### config.mk
export PLATFORM = sky130hd
export DESIGN_NAME = touch_key_arbiter
export DESIGN_NICKNAME = d
export VERILOG_FILES = /design/src/rtl/key_arb_pkg.sv /design/src/rtl/key_group_map.sv /design/src/rtl/lowest_key_pick.sv /design/src/rtl/touch_key_arbiter.sv
export SDC_FILE = /design/constraint.sdc
export NUM_CORES = 1
export LEC_CHECK = 0
export ABC_CLOCK_PERIOD_IN_PS = 1200
export BUFFER_PORTS_ARGS = -buffer_cell sky130_fd_sc_hd__buf_2
export CAP_MARGIN = 10
export CORE_ASPECT_RATIO = 1.1
export CORE_MARGIN = 4
export CORE_UTILIZATION = 25
export DETAILED_ROUTE_END_ITERATION = 10
export GPL_ROUTABILITY_DRIVEN = 0
export PLACE_DENSITY = 0.57
export SKIP_CTS_REPAIR_TIMING = 1
export SYNTH_ARGS = -nofsm -noshare
export SYNTH_HDL_FRONTEND = slang
export SYNTH_SLANG_ARGS = --single-unit
### constraint.sdc
create_clock -name clk -period 1.2 [get_ports clk]
set_clock_uncertainty 0.1 [all_clocks]
set_input_delay 0.18 -clock clk [delete_from_list [all_inputs] [get_ports clk]]
set_output_delay 0.18 -clock clk [all_outputs]
set_load 0.005 [all_outputs]
### src/rtl/key_arb_pkg.sv
package key_arb_pkg;
   typedef enum logic [1:0] {
      ARB_ALL_MULTI    = 2'b00,
      ARB_SPLIT_MIXED  = 2'b01,
      ARB_SPLIT_SINGLE = 2'b10,
      ARB_ALL_SINGLE   = 2'b11
   } arb_mode_e;
endpackage

### src/rtl/key_group_map.sv
module key_group_map #(
   parameter int NUM_KEYS = 16,
   parameter int NIBBLE   = 4
) (
   output logic [NUM_KEYS-1:0] grp_a_o,
   output logic [NUM_KEYS-1:0] low_half_o
);
   localparam int HALF = NUM_KEYS / 2;

   for (genvar i = 0; i < NUM_KEYS; i++) begin : g_bit
      // interleaved nibbles: even nibble index -> group A
      assign grp_a_o[i]    = (((i / NIBBLE) % 2) == 0);
      assign low_half_o[i] = (i < HALF);
   end
endmodule

### src/rtl/lowest_key_pick.sv
module lowest_key_pick #(
   parameter int WIDTH      = 16,
   parameter bit ARITH_PICK = 1'b1
) (
   input  logic [WIDTH-1:0] cand_i,
   output logic [WIDTH-1:0] pick_o
);
   if (ARITH_PICK) begin : g_arith
      // two's complement isolates the lowest set bit
      assign pick_o = cand_i & (~cand_i + WIDTH'(1));
   end else begin : g_chain
      logic [WIDTH:0] seen;
      assign seen[0] = 1'b0;
      for (genvar i = 0; i < WIDTH; i++) begin : g_bit
         assign pick_o[i]   = cand_i[i] & ~seen[i];
         assign seen[i+1]   = seen[i] | cand_i[i];
      end
   end

   always_comb begin
      assert ($onehot0(pick_o)) else $error("picker produced several bits");
   end
endmodule

### src/rtl/touch_key_arbiter.sv
module touch_key_arbiter
   import key_arb_pkg::*;
#(
   parameter int NUM_KEYS   = 16,
   parameter int NIBBLE     = 4,
   parameter bit ARITH_PICK = 1'b1
) (
   input  logic                clk,
   input  logic                rst_n,
   input  logic [NUM_KEYS-1:0] raw_keys,
   input  logic [1:0]          mode_sel,
   input  logic                eight_key_mode,
   input  logic                scan_stb,
   output logic [NUM_KEYS-1:0] keys_out
);
   localparam int GRP_SPAN = 2 * NIBBLE;

   if (NIBBLE < 1) begin : g_bad_nib
      $error("NIBBLE must be at least 1");
   end
   if ((NUM_KEYS % GRP_SPAN) != 0) begin : g_bad_keys
      $error("NUM_KEYS must be a multiple of 2*NIBBLE");
   end

   logic [NUM_KEYS-1:0] grp_a, low_half;
   logic [NUM_KEYS-1:0] masked, cand_a, cand_b;
   logic [NUM_KEYS-1:0] pick_all, pick_a, pick_b;
   logic [NUM_KEYS-1:0] next_keys;

   key_group_map #(.NUM_KEYS(NUM_KEYS), .NIBBLE(NIBBLE)) u_map (
      .grp_a_o    (grp_a),
      .low_half_o (low_half)
   );

   assign masked = raw_keys & (eight_key_mode ? low_half : {NUM_KEYS{1'b1}});
   assign cand_a = masked & grp_a;
   assign cand_b = masked & ~grp_a;

   lowest_key_pick #(.WIDTH(NUM_KEYS), .ARITH_PICK(ARITH_PICK)) u_pick_all (
      .cand_i (masked), .pick_o (pick_all));
   lowest_key_pick #(.WIDTH(NUM_KEYS), .ARITH_PICK(ARITH_PICK)) u_pick_a (
      .cand_i (cand_a), .pick_o (pick_a));
   lowest_key_pick #(.WIDTH(NUM_KEYS), .ARITH_PICK(ARITH_PICK)) u_pick_b (
      .cand_i (cand_b), .pick_o (pick_b));

   always_comb begin
      unique case (arb_mode_e'(mode_sel))
         ARB_ALL_SINGLE:   next_keys = pick_all;
         ARB_SPLIT_SINGLE: next_keys = pick_a | pick_b;
         ARB_SPLIT_MIXED:  next_keys = pick_a | cand_b;
         default:          next_keys = masked;
      endcase
   end

   always_ff @(posedge clk) begin
      if (!rst_n)        keys_out <= '0;
      else if (scan_stb) keys_out <= next_keys;
   end


   reset_clear_chk: assert property (@(posedge clk) !rst_n |=> keys_out == '0);


   hold_between_chk: assert property (@(posedge clk) disable iff (!rst_n)
      !scan_stb |=> $stable(keys_out));


   only_touched_chk: assert property (@(posedge clk) disable iff (!rst_n)
      scan_stb |=> (keys_out & ~$past(raw_keys)) == '0);


   upper_off_chk: assert property (@(posedge clk) disable iff (!rst_n)
      (scan_stb && eight_key_mode) |=> (keys_out & ~low_half) == '0);


   one_winner_chk: assert property (@(posedge clk) disable iff (!rst_n)
      (scan_stb && mode_sel == 2'b11) |=> $onehot0(keys_out));


   per_group_winner_chk: assert property (@(posedge clk) disable iff (!rst_n)
      (scan_stb && mode_sel == 2'b10) |=>
         ($onehot0(keys_out & grp_a) && $onehot0(keys_out & ~grp_a)));


   group_a_single_chk: assert property (@(posedge clk) disable iff (!rst_n)
      (scan_stb && mode_sel == 2'b01) |=> $onehot0(keys_out & grp_a));


   multi_pass_chk: assert property (@(posedge clk) disable iff (!rst_n)
      (scan_stb && mode_sel == 2'b00 && !eight_key_mode) |=> keys_out == $past(raw_keys));
endmodule

==> qor.yml, run 1 <==
clocking:
  cts-root-buf: "clkbuf_4"
  tritoncts: "done"
  htreeDepth: 1
  clkLatencyLatePin_ps: 270
  clk_path_buf_depth: 2
  clk_pin_slew_ps: 80
  cts.sinks: 16
  numCtsBuffers: 3
floorplanning:
  die_h_um: 69.2
  coreArea_mm2: 0.00315
  dieArea_mm2: 0.00441
  start_util_pct: 27.0
  pin_count: 38
  die_w_um: 63.7
  rows: 21
synthesis:
  async_flop_share_pct: 0
  synth_most_common_cell: "dfxtp_1"
  ys.flop_type: "dfxtp_1"
  synth-seq-cells: 16
  syn_area_per_cell_um2: 8.61
  ys_warn_count: 0
  synth_common_cells: "16 x dfxtp_1, 8 x nand2b_1, 7 x nand2_1"
  syn_inst: 99
  synth_area_leaders: "dfxtp_1 38%, nand2b_1 5.9%, a21boi_0 5.3%"
  yosysTopAreaCell: "dfxtp_1"
  syn_nets: 121
  synth_enable_flop_cells: 0
  netlist_area_um2: 852
  seq_area_frac_synth_pct: 37.6
  yosysUniqueCellTypes: 31
  synth.top_cell.area_share_pct: 37.6
finish:
  top_register: "keys_out"
  drive_above_1_share_pct: 41.0
  reg_top3: "keys_out: 16 flops"
  stdcell_area_mm2: 0.00125
  n_antenna_cell: 0
  area_growth_pct: 46.3
  fin_nets: 180
  largest_reg_flops: 16
placed_design:
  portBuffers: 37
  dp_hpwl_um: 2130
  dpl_cell_area_mm2: 0.00122
setup_path:
  cp_num_buf_inv: 2
  path_cells: "buf_2 > o41ai_4 > buf_4 > o2111ai_1 > a22oi_1"
  required_ps: 1300
  critPathMaxFanout: 7
  max_stage_delay_ps: 320
  slowest_stage: "o41ai_4"
  crit_type: "in2reg"
  arrival_ps: 1140
  startpoint_type: "primary input"
  cp-end-kind: "register"
  cp_top_family: "compound AO/OA/AOI/OAI gates"
pwr:
  p_per_area_mw_per_mm2: 853
  peakVddDrop_mv: 0.341
  p_leak_uw: 0.000544
route:
  num_vias: 974
  avgViaCountPerCell: 5.13
  routed_wirelength_um: 2590
  drc: 0
  routedWlPerCell_um: 13.6
  drtIter0Drc: 24
  detail-route-antenna-nets: 0
  first_pass_iters: 4
hold_path:
  hold_class: "in2reg"
sta:
  rsz0062_at_grt: "no"
  final-hold-violation-count: 0
  max_slew_margin_pct: 78.3
  period_minus_slack_ps: 1040
  min_period_over_period_pct: 86.9
  tightest_slew_ps: 321
  fin_tns_setup_ps: 0
  setup_viol: 0
  fmax_mhz: 959
  slew_violations: 0
global_route:
  grt.total_usage_pct: 12.8
  grt_pass1_vias: 1062
  grt_pass1_wl_um: 4600
  antenna_found_initial: 0
  grt_start_max_net_pins: 17
  grt_overflow: 0
status:
  outcome: "complete, no violations"
flow_run:
  cap_violations: 0
[metrics by stage]
stage / cells / hold WS (ps) / setup WS [ps] / power (µW) / utilization (%)
6_report: 190 / 58.2 / 157 / 1060 / 39.5
5_1_grt: 190 / 64.9 / 77.1 / 1150 / 39.5
4_1_cts: 190 / 42.8 / 138 / 1100 / 39.5
3_5_place_dp: 187 / 346 / -124 / 811 / 38.8
3_3_place_gp: 187 / 338 / -104 / 807 / 38.8
2_1_floorplan: 99 / 188 / 25.7 / 658 / -
[cell type report]
type | instances | area [µm²]
Tap cell | 34 | 42.5
Timing Repair Buffer | 59 | 350
Fill cell | 344 | 1910
Multi-Input combinational cell | 77 | 507
Sequential cell | 16 | 320
Clock buffer | 3 | 22.5
Inverter | 1 | 3.75
[worst reg2reg max path, stage by stage (launching register included)]
cell,delay (ps)
dfxtp_1,320
a22oi_1,150
o21ai_1,90
[report_power, final]
part / internal [µW] / switching [µW] / total (µW) / leakage, µW
registers: 549 / 8.44 / 557 / 0.000130
logic: 121 / 120 / 241 / 0.000400
clock network: 116 / 148 / 265 / 0.0000138
total: 786 / 277 / 1060 / 0.000544
[final timing paths]
| path | start | endpoint | slack [ps] | cells past startpoint |
|---|---|---|---|---|
| hold / removal | raw_keys[15] | keys_out[15]$_SDFFE_PN0P_ | 60 | 3 |
| hold reg to reg | keys_out[10]$_SDFFE_PN0P_ | keys_out[10]$_SDFFE_PN0P_ | 350 | 2 |
| setup reg to reg | keys_out[12]$_SDFFE_PN0P_ | keys_out[12]$_SDFFE_PN0P_ | 440 | 2 |
| setup / recovery | raw_keys[3] | keys_out[11]$_SDFFE_PN0P_ | 160 | 5 |
[layer usage]
layer | GRT usage, % | part of all wire (%) | vias up
met4 | 6.00 | 0.97 | 0
li1 | - | - | 496
met2 | 21.9 | 49 | 29
met1 | 14.4 | 44 | 445
met5 | 0 | 0 | -
met3 | 3.89 | 5.9 | 4
[kinds of logic after synthesis]
kind of cell    count (synthesis)  synth area share [%]
simple gates                   37                  25.4
compound gates                 39                  32.9
flops                          16                  37.6
buf+inv                         6                  2.94
mux                             1                  1.17
[placed cells by master (no fill, tap or decap), drive strengths merged, types with 3 or more instances in the layout]
master	netlist	routed
o2111ai	3	3
nor4	3	3
nand2	7	7
a21oi	4	4
nand2b	8	8
a21boi	6	6
o21ai	10	10
nand3	6	6
buf	2	59
dfxtp	16	16
o211ai	5	5
clkbuf	3	3
a22oi	4	4
nor2	3	3
Note: power is estimated with default switching activity, not from simulation.
==> inputs of run 2 (changes only) <==
Settings changed: PLACE_DENSITY 0.57 to 0.51, SYNTH_HIERARCHICAL from default to 1.
==> run 2 against run 1 <==
  * Critical path depth is 3 higher
  * Critical path type unchanged
  * Utilization fell by 1.6 points
  * Sequential cell count unchanged
  * Fmax fell by 42%
  * Synthesized cell count rose to 3.6 times the previous value
  * Wire length increased to 3.5 times the previous value
  * The flow now finishes with violations (setup timing)
  * Cell count grew to 3.1 times the previous value
==> qor.yml, run 2 <==
placed_design:
  portBuffers: 37  # unchanged
  dp_hpwl_um: 6330  # +200%
  dp_slack_ps: -1060  # -938 ps
  dpl_cell_area_mm2: 0.00361  # +190%
synthesis:
  synth_most_common_cell: "inv_1"
  syn_area_per_cell_um2: 7.80  # -9.4%
  yosysUniqueCellTypes: 40  # +29%
  synth_common_cells: "46 x inv_1, 36 x buf_4"
  ys.flop_type: "dfxtp_1"
  async_flop_share_pct: 0  # unchanged
  seq_area_frac_synth_pct: 11.4  # -26 points
  synth_enable_flop_cells: 0  # unchanged
  synth_area_leaders: "dfxtp_1 11%, buf_4 9.7%, inv_1 6.2%"
  ys_warn_count: 6  # +6
  synth-seq-cells: 16  # unchanged
  netlist_area_mm2: 0.00280  # +230%
  synth.top_cell.area_share_pct: 11.4  # -26 points
  yosysTopAreaCell: "dfxtp_1"
  syn_inst: 359  # +260%
finish:
  drive_above_1_share_pct: 52.6  # +12 points
  reg_top3: "keys_out: 16 flops"
  area_growth_pct: 48.6
  top_register: "keys_out"
  final_common_cell: "buf_4"
  largest_reg_flops: 16  # unchanged
  fin_nets: 473  # +160%
  stdcell_area_mm2: 0.00416  # +230%
  layout_common_cells: "54 x buf_4, 35 x inv_1, 32 x conb_1"
  n_antenna_cell: 0  # unchanged
setup_path:
  critPathMaxFanout: 7  # unchanged
  startpoint: "eight_key_mode"
  rr_startpoint: "keys_out[6]$_SDFFE_PN0P_"
  endpoint: "keys_out[11]$_SDFFE_PN0P_"
  arrival_ps: 1900  # +760 ps
  crit_type: "in2reg"
  rr_worst_depth: 1  # -1
  rr_endpoint: "keys_out[6]$_SDFFE_PN0P_"
  required_ps: 1300  # about the same
  ff2ff_setup_slack_ps: 390  # -50 ps
  cp-end-kind: "register"
  startpoint_type: "primary input"
route:
  routed_wirelength_um: 9030  # +250%
  first_pass_iters: 4  # unchanged
  routedWlPerCell_um: 15.2  # +12%
  avgViaCountPerCell: 4.79  # -6.5%
  detail-route-antenna-nets: 0  # unchanged
  drtIter0Drc: 105  # +340%
  drc: 0  # unchanged
  num_vias: 2848  # +190%
sta:
  slew_violations: 0  # unchanged
  fin_tns_setup_ps: -5990  # -5990 ps
  setup_viol: 16  # +16
  min_period_over_period_pct: 150  # +63 points
  tightest_slew_ps: 532  # +211 ps
  period_minus_slack_ps: 1800  # +759 ps
  final-hold-violation-count: 0  # unchanged
  worst_slack_ps: -601  # -759 ps
  fmax_mhz: 555  # -42%
  max_slew_margin_pct: 64.2  # -14 points
  rsz0062_at_grt: "yes"
floorplanning:
  die_w_um: 109  # +71%
  dieArea_mm2: 0.0130  # +190%
  rows: 40  # +90%
  die_h_um: 119  # +72%
  coreArea_mm2: 0.0110  # +250%
  pin_count: 38  # unchanged
  start_util_pct: 25.5  # -1.5 points
clocking:
  tritoncts: "done"
  clk_path_buf_depth: 2  # unchanged
  clkLatencyLatePin_ps: 250  # -20 ps
  clk_pin_slew_ps: 60  # -20 ps
  cts.sinks: 16  # unchanged
  htreeDepth: 1  # unchanged
  numCtsBuffers: 3  # unchanged
  cts-root-buf: "clkbuf_16"
global_route:
  grt_pass1_wl_um: 13200  # +190%
  antenna_found_initial: 0  # unchanged
  grt_start_max_net_pins: 49  # +32
  grt_overflow: 0  # unchanged
  grt_pass1_vias: 2726  # +160%
  grt.total_usage_pct: 12.8  # -0.023 points
status:
  violations: "setup timing"
  outcome: "finished, violations left"
pwr:
  p_leak_uw: 0.00195  # +260%
  peakVddDrop_mv: 0.487  # +43%
  p_per_area_mw_per_mm2: 628  # -26%
flow_run:
  cap_violations: 0  # unchanged
hold_path:
  hold_class: "in2reg"
==> run 2: cell count changes in the layout (fill, tap and decap cells not counted), sizes merged, moves of 14 or more <==
cell / previous run / this run
a211o: 0 / 16
inv: 1 / 46
buf: 59 / 109
conb: 0 / 32
nand3b: 2 / 16
nor2b: 2 / 16
and3: 0 / 18
a211oi: 0 / 16
o31ai: 0 / 16
a221oi: 0 / 16
==> run 2: how the worst min path moves through the flow <==
| stage | start | to | slack, ps | cells after the start |
|---|---|---|---|---|
| after floorplan | keys_out[0]$_SDFFE_PN0P_ | keys_out[0]$_SDFFE_PN0P_ | 360 | 1 |
| after global placement | keys_out[12]$_SDFFE_PN0P_ | keys_out[12]$_SDFFE_PN0P_ | 340 | 1 |
| after detailed placement | keys_out[4]$_SDFFE_PN0P_ | keys_out[4]$_SDFFE_PN0P_ | 350 | 1 |
| after CTS | keys_out[12]$_SDFFE_PN0P_ | keys_out[12]$_SDFFE_PN0P_ | 360 | 1 |
| after global routing | raw_keys[6] | keys_out[6]$_SDFFE_PN0P_ | 360 | 4 |
| final | raw_keys[6] | keys_out[6]$_SDFFE_PN0P_ | 330 | 4 |
==> run 2: critical path, stage by stage <==
cell and delay, ps:
buf_12 90, or2b_1 260, and3_4 170, or4b_4 490, nor3_4 140, and2b_1 200, a221oi_2 230, a211o_1 130
==> run 2: area by class of cell <==
| type | count | area, µm² |
|---|---|---|
| Fill cell | 1108 | 6800 |
| Clock buffer | 4 | 88.8 |
| Tap cell | 147 | 184 |
| Sequential cell | 16 | 320 |
| Timing Repair Buffer | 109 | 940 |
| Multi-Input combinational cell | 272 | 2430 |
| Inverter | 46 | 200 |
==> run 2: cell families after synthesis <==
logic type,share of synthesized area [%]
AO/OA/AOI/OAI,25.5
buffers and inverters,21.8
other,0.268
flip-flops,11.4
AND/OR/NAND/NOR,39.7
adder cells (fa/ha/maj),1.34
==> run 2: metal layers <==
metal / GRT usage (%) / vias up / part of all wire, %
li1: - / 1423 / -
met3: 2.11 / 17 / 3.7
met1: 15.2 / 1355 / 42
met2: 23.2 / 53 / 52
met4: 3.87 / 0 / 2.5
met5: 0 / - / 0
==> run 2: power by group <==
group | total [µW] | internal (µW) | leakage [µW] | switching [µW]
clock | 767 | 509 | 0.0000442 | 258
combinational | 1260 | 592 | 0.00177 | 663
sequential | 591 | 569 | 0.000131 | 22.4
total | 2610 | 1670 | 0.00195 | 944
==> run 2: per-stage QoR <==
step / instances / hold slack [ps] / util (%) / power [µW]
3_3_place_gp: 577 / 344 / 32.9 / 1620
4_1_cts: 581 / 358 / 33.7 / 2400
5_1_grt: 594 / 363 / 38.0 / 2770
3_5_place_dp: 577 / 347 / 32.9 / 1630
2_1_floorplan: 389 / 361 / - / 1370
6_report: 594 / 327 / 38.0 / 2610
